File: src/rtl/fad_pkg.sv
// Shared types and constants for the frame alignment detector.
package fad_pkg;
    typedef enum logic [1:0] {
        ST_HUNT   = 2'd0,
        ST_VERIFY = 2'd1,
        ST_LOCKED = 2'd2
    } fad_state_e;

    localparam int          MARKER_BITS = 32;
    localparam logic [31:0] MARKER      = 32'hF6F6_2828;
endpackage

File: src/rtl/fad_window.sv
// Sliding marker window. Holds the last MARKER_BITS-1 lane bits and
// compares them, together with the current bit, against the marker.
// Assumes one lane bit per clock, oldest bit in the MSB position.
module fad_window
    import fad_pkg::*;
(
    input  logic clk,
    input  logic rst_n,
    input  logic bit_in,
    output logic hit
);
    logic [MARKER_BITS-2:0] hist_q;

    // Shift in one lane bit per clock; cleared by frame reset.
    always_ff @(posedge clk) begin
        if (!rst_n) hist_q <= '0;
        else        hist_q <= {hist_q[MARKER_BITS-3:0], bit_in};
    end

    // Marker compare over history plus the bit of this cycle.
    always_comb hit = ({hist_q, bit_in} == MARKER);
endmodule

File: src/rtl/fad_slot_counter.sv
// Frame position counter. Restart sets position zero; at_slot marks the
// clock FRAME_BITS clocks after a restart and every frame after that.
// Assumes FRAME_BITS >= 2.
module fad_slot_counter #(
    parameter int FRAME_BITS = 77760
) (
    input  logic clk,
    input  logic rst_n,
    input  logic restart,
    output logic at_slot
);
    localparam int CW = $clog2(FRAME_BITS);
    localparam logic [CW-1:0] LAST = CW'(FRAME_BITS - 1);

    logic [CW-1:0] pos_q;

    // Advance the position modulo the frame length.
    always_ff @(posedge clk) begin
        if (!rst_n || restart) pos_q <= '0;
        else if (pos_q == LAST) pos_q <= '0;
        else                    pos_q <= pos_q + 1'b1;
    end

    // Expected-slot strobe.
    always_comb at_slot = (pos_q == LAST);

    // the clock after a restart is never a slot check.
    assert_slot_restart_R4: assert property (@(posedge clk) disable iff (!rst_n)
        restart |=> !at_slot);
endmodule

File: src/rtl/fad_hunt_timer.sv
// Hunt timeout counter. Counts while run is high and fires expire on the
// TIMEOUT_CLKS-th consecutive running clock, then restarts. Dropping run
// clears it. Assumes TIMEOUT_CLKS >= 2.
module fad_hunt_timer #(
    parameter int TIMEOUT_CLKS = 155520
) (
    input  logic clk,
    input  logic rst_n,
    input  logic run,
    output logic expire
);
    localparam int TW = $clog2(TIMEOUT_CLKS);
    localparam logic [TW-1:0] LAST = TW'(TIMEOUT_CLKS - 1);

    logic [TW-1:0] cnt_q;

    // Expiry when the count reaches its last value while running.
    always_comb expire = run && (cnt_q == LAST);

    // Count running clocks; restart on expiry or when halted.
    always_ff @(posedge clk) begin
        if (!rst_n || !run || expire) cnt_q <= '0;
        else                          cnt_q <= cnt_q + 1'b1;
    end

    // the count never passes the timeout.
    assert_timer_bound_R3: assert property (@(posedge clk) disable iff (!rst_n)
        cnt_q <= LAST);
endmodule

File: src/rtl/frame_align_det.sv
// Frame alignment detector for one de-interleaved serial lane. Hunts for
// the A1A1A2A2 marker, requests a lane roll on hunt timeout, confirms
// with a second marker one frame later and drops lock after four
// consecutive slot misses. Assumes one bit per clock and a synchronous
// active-low frame reset.
module frame_align_det
    import fad_pkg::*;
#(
    parameter int FRAME_BITS   = 77760,
    parameter int TIMEOUT_CLKS = 155520
) (
    input  logic clk,
    input  logic frame_rst_n,
    input  logic lane_bit,
    output logic roll_pulse,
    output logic in_frame
);
    localparam int MISS_LIMIT = 4;
    localparam int MW = $clog2(MISS_LIMIT);
    localparam logic [MW-1:0] MISS_LAST = MW'(MISS_LIMIT - 1);

    fad_state_e    state_q, state_d;
    logic [MW-1:0] miss_q, miss_d;
    logic          hit, slot_now, expire, roll_q;
    logic          anchor, hunting;

    fad_window u_window (
        .clk    (clk),
        .rst_n  (frame_rst_n),
        .bit_in (lane_bit),
        .hit    (hit)
    );

    // Anchor the frame position on a marker found while hunting.
    always_comb begin
        hunting = (state_q == ST_HUNT);
        anchor  = hunting && hit;
    end

    fad_slot_counter #(.FRAME_BITS(FRAME_BITS)) u_slot (
        .clk     (clk),
        .rst_n   (frame_rst_n),
        .restart (anchor),
        .at_slot (slot_now)
    );

    fad_hunt_timer #(.TIMEOUT_CLKS(TIMEOUT_CLKS)) u_timer (
        .clk    (clk),
        .rst_n  (frame_rst_n),
        .run    (hunting && !hit),
        .expire (expire)
    );

    // Next state and miss run from the marker result at the slot.
    always_comb begin
        state_d = state_q;
        miss_d  = miss_q;
        unique case (state_q)
            ST_HUNT: begin
                miss_d = '0;
                if (hit) state_d = ST_VERIFY;
            end
            ST_VERIFY: begin
                miss_d = '0;
                if (slot_now) state_d = hit ? ST_LOCKED : ST_HUNT;
            end
            ST_LOCKED: begin
                if (slot_now) begin
                    if (hit) begin
                        miss_d = '0;
                    end else if (miss_q == MISS_LAST) begin
                        miss_d  = '0;
                        state_d = ST_HUNT;
                    end else begin
                        miss_d = miss_q + 1'b1;
                    end
                end
            end
            default: begin
                miss_d  = '0;
                state_d = ST_HUNT;
            end
        endcase
    end

    // State, miss run and registered roll request.
    always_ff @(posedge clk) begin
        if (!frame_rst_n) begin
            state_q <= ST_HUNT;
            miss_q  <= '0;
            roll_q  <= 1'b0;
        end else begin
            state_q <= state_d;
            miss_q  <= miss_d;
            roll_q  <= expire;
        end
    end

    // Output drive.
    always_comb begin
        roll_pulse = roll_q;
        in_frame   = (state_q == ST_LOCKED);
    end

    // a roll request lasts one cycle.
    assert_roll_single_R3: assert property (@(posedge clk) disable iff (!frame_rst_n)
        roll_pulse |=> !roll_pulse);

    // a roll request only while hunting and never with the flag high.
    assert_roll_hunting_R9: assert property (@(posedge clk) disable iff (!frame_rst_n)
        roll_pulse |-> (state_q == ST_HUNT) && !in_frame);

    // lock is only gained from verification on a slot hit.
    assert_lock_entry_R5: assert property (@(posedge clk) disable iff (!frame_rst_n)
        $rose(in_frame) |-> ($past(state_q) == ST_VERIFY) && $past(slot_now) && $past(hit));

    // lock is only lost after three earlier misses and a fourth at the slot.
    assert_lock_exit_R8: assert property (@(posedge clk) disable iff (!frame_rst_n)
        $fell(in_frame) && $past(frame_rst_n) |-> ($past(miss_q) == MISS_LAST) && $past(slot_now));
endmodule

File: config.mk
export PLATFORM = sky130hd
export DESIGN_NAME = frame_align_det
export DESIGN_NICKNAME = d
export VERILOG_FILES = /design/src/rtl/fad_pkg.sv /design/src/rtl/fad_window.sv /design/src/rtl/fad_slot_counter.sv /design/src/rtl/fad_hunt_timer.sv /design/src/rtl/frame_align_det.sv
export SDC_FILE = /design/constraint.sdc
export NUM_CORES = 1
export LEC_CHECK = 0
export ABC_AREA = 1
export BUFFER_PORTS_ARGS = -buffer_cell sky130_fd_sc_hd__buf_2
export CAP_MARGIN = 25
export CORE_ASPECT_RATIO = 0.8
export CORE_MARGIN = 8
export CORE_UTILIZATION = 56
export CTS_CLUSTER_SIZE = 24
export DETAILED_ROUTE_END_ITERATION = 8
export PLACE_DENSITY = 0.75
export SKIP_CTS_REPAIR_TIMING = 1
export SYNTH_ARGS = -nofsm -noshare
export SYNTH_HDL_FRONTEND = slang
export SYNTH_SLANG_ARGS = --single-unit
File: constraint.sdc
create_clock -name clk -period 1.45 [get_ports clk]
set_input_delay 0.145 -clock clk [delete_from_list [all_inputs] [get_ports clk]]
set_output_delay 0.145 -clock clk [all_outputs]
set_load 0.1 [all_outputs]
### Word level (Yosys, flattened, before mapping)

Index checks and enable logic that the tools add are counted.

| operators by class | value |
|---|---|
| add/sub/neg operators | 3 |
| equal/unequal tests | 11 |
| mux-type cells | 9 |
| reduce and logical (&&, ||, !) cells | 13 |

Operators by type and width:

| kind | number |
|---|---|
| $eq 32x32->1 const B | 1 |
| $add 18x1->18 const B | 1 |
| $eq 18x18->1 const B | 1 |
| $add 17x1->17 const B | 1 |
| $eq 17x17->1 const B | 1 |
| $mux 2 | 8 |
| $ne 2x2->1 const B | 3 |
| $pmux 2 s3 | 1 |
| $reduce_and 5->1 | 1 |
| $eq 2x2->1 const B | 2 |
| $ne 2x1->1 const B | 2 |
| $logic_and 1x1->1 | 3 |
| $logic_not 1->1 | 3 |
| $logic_or 1x1->1 | 3 |
| $add 2x1->2 const B | 1 |
| $eq 2x1->1 const B | 1 |
| $logic_not 2->1 | 1 |
| $reduce_and 2->1 | 1 |
| $reduce_or 2->1 | 1 |

| word-level totals | value |
|---|---|
| register bits after elaboration | 71 |
| input bits | 3 |
| output and inout bits | 2 |
| logic and storage cells | 42 |

### Logic depth before layout (Yosys ltp)

Gate-level depths: netlist (run 1).

| logic depth | value |
|---|---|
| depth after elaboration | 6 |
| gate-level depth with buffers | 10 |
| mapped depth without buffers | 9 |

### Modules after synthesis

Synthesis (run 1) repeated with hierarchy kept, for this count alone.

| second synthesis, totals | value |
|---|---|
| cell total of the unflattened synthesis | 458 |
| area, all modules | 3148.0 sq um |

Modules (own cells, without submodules):

| module | instances | cells each | area each (sq um) | seq. area each (sq um) |
|---|---|---|---|---|
| fad_window | 1 | 135 | 1027.2 | 620.6 |
| fad_hunt_timer | 1 | 145 | 958.4 | 360.3 |
| fad_slot_counter | 1 | 135 | 883.3 | 340.3 |
| frame_align_det | 1 | 43 | 279.0 | 100.1 |

### Worst setup path after synthesis (run 1)

Ideal clock, no wire load.

| timing path | value |
|---|---|
| path kind | register to register |
| from | reg state_q[1] |
| to | reg miss_q[0] |
| setup time | 0.070 ns |
| arrival time | 2.142 ns |
| data required time | 1.380 ns |
| slack | -0.762 ns |
| cell stages (with the launch flop) | 6 |
| path buffers | 0 |
| clock period less this slack | 2.212 ns |
| path through | dfxtp_1 -> inv_1 -> nor2_1 -> nand2_1 -> o21bai_1 -> a21oi_1 |

| between the ends | value |
|---|---|
| word-level cells in the longest chain between the ends | 2 |

Ends and longest elaborated chain:

| what | RTL line | text |
|---|---|---|
| from (decl) | frame_align_det.sv:22 | `fad_state_e state_q, state_d;` |
| from (signal assigned) | frame_align_det.sv:93 | `state_q <= state_d;` |
| $eq 2x2->1 | -- |  |
| via in_frame | frame_align_det.sv:16 | `output logic in_frame` |
| $reduce_and 2->1 (no line) | -- |  |
| to (signal assigned) | frame_align_det.sv:94 | `miss_q <= miss_d;` |
| to (decl) | frame_align_det.sv:23 | `logic [MW-1:0] miss_q, miss_d;` |

The timed path passes the listed nets, and every way through them passes these cells.
A chain may end at the register's enable or synchronous reset.

### Worst setup path after layout (run 1)

| timing path | value |
|---|---|
| from | reg u_timer.cnt_q[6] |
| to | reg u_timer.cnt_q[15] |

| between the ends | value |
|---|---|
| word-level cells in the longest chain between the ends | 3 |
| elaborated cells on any way between the ends | 4 |
| those cells by class | add/sub (1); eq/ne (1); reduce/logical (2) |

Ends and longest elaborated chain:

| what | RTL line | text |
|---|---|---|
| from (decl) | fad_hunt_timer.sv:15 | `logic [TW-1:0] cnt_q;` |
| from (signal assigned) | fad_hunt_timer.sv:23 | `else cnt_q <= cnt_q + 1'b1;` |
| branches (longest 3 deep; another with $add 18x1->18) | -- |  |

Parallel ways; which one is timed is not known.

==> summary.md, run 1 <==
| Metric | Value |
|---|---|
| Buf+Inv Stages, Crit Path | 2 |
| Post-DP HPWL | about 4.1 mm |
| Top delay family on crit path | simple AND/OR/NAND/NOR gates |
| Required time of the critical path | about 1.7 ns |
| Std cell rows | 24 |
| Pleak | ~1.6 nW |
| Initial core utilization | slightly below 60% |
| Crit Path Class | flop to flop |
| Final nets | 461 |
| Worst path cell trace | inv_1, nor4_1, nand3_2, nand3_4, clkbuf_16, nor2_2 |
| Via/cell ratio | 4.87 |
| ANT nets after route | 0 |
| PwrDens | about 1000 nW/um^2 |
| # setup viols final | 18 |
| Startpoint types | flop |
| Post-synthesis sequential area ratio | 45.4% |
| DR WL/cell | 12.3 microns |
| Clk pin slew, worst setup/hold paths | about 0.07 ns |
| Vias in the first global route | between 2,000 and 2,500 |
| Slew Limit Fails | 0 |
| WHS | between 0.008 and 0.009 ns |
| Via total after detailed routing | 2,617 |
| Period utilization | 106% |
| CP Max Fanout | 5 |
| Iter 0 DRT Violations | roughly 120 |
| Drt total wl | roughly 6.6 mm |
| Synth Instances | ~430 |
| Layout cells sized above 1 | between 20% and 30% |
| Hold/Removal Path Class | primary input to flop |
| Asr flop ratio synth | 0% |
| Final hold vios | 0 |
| First-pass DRT Iterations | 5 |
| Synth top area share | between 40% and 50% |
| Clock Sinks | 71 |
| Failing checks | setup timing |
| All-Layer GR Usage | roughly 15% |
| Max Buffers Root-to-Sink | 2 |
| Count leader, synth | nand2_1 |
| Largest net degree at the start of global routing | 21 |
| Fmax | between 600 and 700 MHz |
| Max-cap violations | 0 |
| Chip height | 82.9 microns |
| Core box area | around 5400 sq um |
| Number of CTS-inserted buffers | 9 |
| Post-Syn Nets | ~430 |
| Synth top cells by count | nand2_1, inv_1, dfxtp_1 |
| Tmin final | between 1.5 and 2 ns |
| Clk_lat worst skew | roughly 0.35 ns |
| Slew @ Worst Pin | 0.519 ns |
| Status | complete, but fails checks |
| Io pins | 5 |
| Max-slew headroom | about two thirds |
| Die extent in x | between 90 and 100 microns |
| FF+latch count, synth | 71 |
| CP Capture Type | flop |
| CP max stage cell | nor4_1 |
| Setup TNS | -1.24 ns |
| EDFF count, synth | 0 |
| Global placer's final weighted congestion | approximately 0.86 |
| CTS tree | yes |
| Root buffer cell | clkbuf_8 |
| Initial antenna violation count | 0 |
| Global route overflow | 0 |
| Worst Clk Skew | about 0.012 ns |
| Syn. warnings | 0 |
| H-tree depth | 3 |
| Die Footprint | between 8000 and 9000 sq um |
| Area delta synth->final | 21.1% |
| Crit-path max cell delay | 0.41 ns |
| Quantity of I/O buffers inserted on ports | 4 |
| Unique cell type count in the Yosys netlist | 29 |
| # diodes | 0 |
| Dominant cell type by area after synthesis | dfxtp_1 |
| Synth area leaders | dfxtp_1, nand2_1, inv_1, nor2_1, xor2_1 |
| Critical Path AT | ~1.8 ns |
| Syn_area_per_cell | 7.35 sq um |
| First-pass GRT wire length | 10.3 mm |
| RSZ-0062 raised after global routing | yes |
| Final worst slack | -0.0883 ns |
| Max IR drop VDD | 0.677 mV |
| PnR Total Power | 3.83 mW |
| DRC viols | 0 |
| Top_reg_cell synth | dfxtp_1 |
| Synth Cell Area | ~3100 sq um |
## flip-flops by register name (all words and copies together), names as in the netlist
signal / flops
roll_pulse: 1
u_window.hist_q: 31
state_q: 2
u_slot.pos_q: 17
u_timer.cnt_q: 18
miss_q: 2
## cells by family (layout without fill, tap and decap cells)
group | after synthesis | count (layout) | share of synthesized area (%)
and+or+nand+nor | 228 | 230 | 33.9
adders and majority gates | 3 | 3 | 1.20
xor gates and xnor gates | 18 | 18 | 5.03
AOI/OAI and AO/OA | 16 | 16 | 2.76
DFF | 71 | 71 | 45.4
buffers and inverters | 90 | 121 | 11.7
## path summary, 6_finish.rpt
check,endpoint,depth (start not counted),startpoint,slack [ns]
max reg2reg,u_timer.cnt_q[15],6,u_timer.cnt_q[6],-0.09
min reg2reg,u_window.hist_q[6],2,u_window.hist_q[5],0.42
min,u_window.hist_q[0],3,lane_bit,0.008
max,u_timer.cnt_q[15],6,u_timer.cnt_q[6],-0.09
## stage by stage
stage | cell area, sq um | setup WS (ns) | utilization [%] | instances
floorplan | 3140 | 0.0140 | - | 426
global placement | 3310 | 0.00230 | 60.8 | 513
detailed placement | 3310 | -0.0282 | 60.8 | 513
CTS | 3520 | -0.0572 | 64.7 | 528
global route | 3790 | -0.123 | 69.8 | 537
finish | 3790 | -0.0883 | 69.8 | 537
## cells in the final DEF (no fill, tap or decap), types with 4 or more instances in the layout
cell type  synthesis  layout
a21oi_1           14       9
inv_1             83      80
clkbuf_8           1      10
inv_2              1       4
nand2_1           95      93
nor2_4             3       7
a21oi_2            1       6
dfxtp_1           71      61
nand4_1            7       7
dfxtp_2            0       9
xor2_1            16      16
nand3_4            1       5
nor2_1            56      44
nand3_1           22      19
nor3_2             4       5
buf_4              0      15
nor2_2            14      22
nor3_1             8       6
## worst reg2reg max path: stages (launching register included)
cell	delay [ns]
dfxtp_1	0.38
inv_1	0.11
nor4_1	0.41
nand3_2	0.18
nand3_4	0.14
clkbuf_16	0.17
nor2_2	0.03
## where the power goes
| group | switching (mW) | total (mW) | internal [mW] |
|---|---|---|---|
| clock network | 0.705 | 1.71 | 1.01 |
| registers | 0.0232 | 1.99 | 1.97 |
| logic | 0.0713 | 0.123 | 0.0517 |
| total | 0.800 | 3.83 | 3.03 |
## layout make-up
| class | instances | area (sq um) |
|---|---|---|
| Fill cell | 425 | 1640 |
| Multi-Input combinational cell | 267 | 1540 |
| Sequential cell | 71 | 1440 |
| Inverter | 84 | 315 |
| Timing Repair Buffer | 22 | 191 |
| Clock buffer | 12 | 145 |
| Tap cell | 78 | 97.6 |
| Clock inverter | 3 | 67.6 |
## metal layers
metal | track usage [%] | up-vias | part of all wire, %
met1 | 18.1 | 1188 | 45
met3 | 5.42 | 17 | 5.1
met4 | 5.35 | 0 | 2.1
met2 | 24.5 | 67 | 48
li1 | - | 1345 | -
met5 | 0 | - | 0
No activity file was read; power rests on OpenSTA's default activity.
==> run 2: changes to the inputs <==
- ABC_AREA: 1 -> default
- CORE_UTILIZATION: 56 -> 55
- PLACE_DENSITY: 0.75 -> 0.74
==> summary.md, run 2 <==
| Metric | Value |
|---|---|
| Gate power share | under 10% |
| Pleak | ~1.3 nW |
| Max-slew headroom | 63.7% |
| Vias in the first global route | 2,279 |
| Area delta synth->final | 31.3% |
| Max Buffers Root-to-Sink | 2 |
| Met1 Usage GRT | a little under 20% |
| CP Max Fanout | 4 |
| Iter 0 DRT Violations | 84 |
| Count leader, synth | dfxtp_1 |
| EDFF count, synth | 0 |
| Synth top cells by count | dfxtp_1, nor3_1, and2_1 |
| Top_reg_cell synth | dfxtp_1 |
| Most common cell after layout, fill and taps aside | dfxtp_1 |
| Synth Instances | between 200 and 300 |
| Via total after detailed routing | 2,347 |
| Period utilization | 117% |
| Root buffer cell | clkbuf_8 |
| Initial antenna violation count | 0 |
| ANT nets after route | 0 |
| Max FFs per register | 31 |
| Failing checks | setup timing |
| Syn_area_per_cell | just under 10 sq um |
| Synth area leaders | dfxtp_1, and2_1, xnor2_1, nor3_1, nor4_1 |
| Place WS | -0.371 ns |
| Final Core Density | 74.0% |
| Final nets | 361 |
| Die Footprint | ~7700 sq um |
| Core box area | around 5000 sq um |
| Share of power burned in registers | a little over half |
| Worst path cell trace | nand3_4, or4_4, or3_1, a211oi_1 |
| RSZ-0062 raised after global routing | yes |
| PwrDens | around 1000 nW/um^2 |
| Status | complete, but fails checks |
| FF+latch count, synth | between 70 and 80 |
| CP max stage cell | or4_4 |
| Tmin final | about 1.7 ns |
| Clock Sinks | 71 |
| Hold depth | 2 |
| Worst Clk Skew | between 0.015 and 0.02 ns |
| Met3 GRT Util | roughly 5.9% |
| # setup viols final | 40 |
| Largest net degree at the start of global routing | 30 |
| Slew Limit Fails | 0 |
| Post-Syn Nets | 295 |
| Required time of the critical path | between 1.5 and 2 ns |
| Crit-path max cell delay | 0.55 ns |
| First-pass DRT Iterations | 5 |
| Max-cap violations | 0 |
| Post-DP HPWL | between 4 and 5 mm |
| Unique cell type count in the Yosys netlist | 45 |
| WHS | ~0.11 ns |
| HP Start | frame_rst_n |
| Asr flop ratio synth | 0% |
| Global route overflow | 0 |
| Clock power frac | 42.5% |
| Cells on worst reg2reg path | 4 |
| All-Layer GR Usage | ~17% |
| CTS tree | yes |
| Syn. warnings | 0 |
| Top Registers | u_window.hist_q: 31 flops, u_timer.cnt_q: 18 flops, u_slot.pos_q: 17 flops |
| Max IR drop VDD | between 0.9 and 1 mV |
| Synth top area share | 50.6% |
| Routing usage on met2 | 27.2% |
| # diodes | 0 |
| CP Capture Type | flop |
| Number of CTS-inserted buffers | 9 |
| Sw power | 0.941 mW |
| Io pins | 5 |
| Commonest non-fill, non-tap cells in the layout | dfxtp_1, buf_4, nor3_1, and2_1, xnor2_1 |
| Startpoint types | flop |
| Setup TNS | -8.11 ns |
| Synth Cell Area | 2810 sq um |
| Dominant cell type by area after synthesis | dfxtp_1 |
| Reg-to-Reg End | u_slot.pos_q[13] |
| Clk_lat worst skew | around 0.36 ns |
| DR WL/cell | around 14 microns |
| Top reg by flops | u_window.hist_q |
| DRC viols | 0 |
| Reg2Reg Setup Slack | -0.24 ns |
| GRT Max-Usage Layer | met2 |
| Quantity of I/O buffers inserted on ports | 4 |
| PnR Total Power | roughly 3.6 mW |
| Final hold vios | 0 |
| Global placer's final weighted congestion | about 0.84 |
| Post-synthesis sequential area ratio | 50.6% |
| Initial core utilization | 56.4% |
| Chip height | 79.9 microns |
| Die extent in x | ~96 microns |
| Slew @ Worst Pin | about 0.54 ns |
| Worst r2r src | u_slot.pos_q[3] |
| Drt total wl | roughly 6.1 mm |
| First-pass GRT wire length | between 10 and 15 mm |
| Hold/Removal Path Class | primary input to flop |
| H-tree depth | 3 |
| Hold path endpoint | u_window.hist_q[24] |
| Fmax | around 600 MHz |
| Critical Path AT | between 1.5 and 2 ns |
| Clk pin slew, worst setup/hold paths | ~0.090 ns |
| Internal power | between 2 and 3 mW |
| Via/cell ratio | roughly 5.6 |
| Layout cells sized above 1 | 32.5% |
| Switch share | roughly a quarter |
| Crit Path Class | flop to flop |
| Std cell rows | 23 |
| Final worst slack | -0.242 ns |
[run 2: layout make-up]
type / instances / area (sq um)
Sequential cell: 71 / 1440
Multi-Input combinational cell: 199 / 1410
Fill cell: 347 / 1290
Timing Repair Buffer: 65 / 537
Clock buffer: 9 / 124
Tap cell: 62 / 77.6
Clock inverter: 7 / 68.8
Inverter: 9 / 33.8
[run 2: logic make-up after synthesis]
family / synth area share, %
adders and majority gates: 1.34
and+or+nand+nor: 31.5
AOI/OAI and AO/OA: 5.66
buffers and inverters: 3.08
xor gates and xnor gates: 7.80
DFF: 50.6
[run 2: worst max-delay path, delay by kind of cell, from the launching register on]
family	cells	cell delay [ns]
AND/OR/NAND/NOR	3	1.01
flip-flops	1	0.36
AO/OA/AOI/OAI	1	0.24
[run 2: power by group through the flow]
stage | Sequential, mW | Combinational [mW] | Clock [mW]
floorplan | 2.02 | 0.0518 | 0
global placement | 2.02 | 0.0988 | 0
detailed placement | 2.02 | 0.102 | 0
CTS | 1.98 | 0.103 | 1.57
global route | 1.99 | 0.121 | 1.66
finish | 1.98 | 0.109 | 1.55
[run 2: how the worst max path moves through the flow]
stage / from / endpoint / slack [ns] / depth (start not counted)
2_1_floorplan: u_window.hist_q[26] / u_slot.pos_q[10] / -0.38 / 6
3_3_place_gp: u_window.hist_q[26] / state_q[0] / -0.31 / 4
3_5_place_dp: u_window.hist_q[26] / miss_q[1] / -0.37 / 5
4_1_cts: u_window.hist_q[26] / state_q[0] / -0.39 / 4
5_1_grt: u_window.hist_q[18] / u_slot.pos_q[0] / -0.30 / 5
6_report: u_slot.pos_q[3] / u_slot.pos_q[13] / -0.24 / 4
[run 2: stage by stage]
step / std cells / area [sq um]
2_1_floorplan: 289 / 2840
3_3_place_gp: 405 / 3380
3_5_place_dp: 405 / 3380
4_1_cts: 421 / 3580
5_1_grt: 422 / 3690
6_report: 422 / 3690
[run 2: metal layers]
metal	share of wire, %	wire length (microns)	up-vias
met5	0	0	-
met4	1.1	65	0
met3	4.2	253	8
met2	48	2920	42
met1	47	2850	1129
li1	-	-	1168
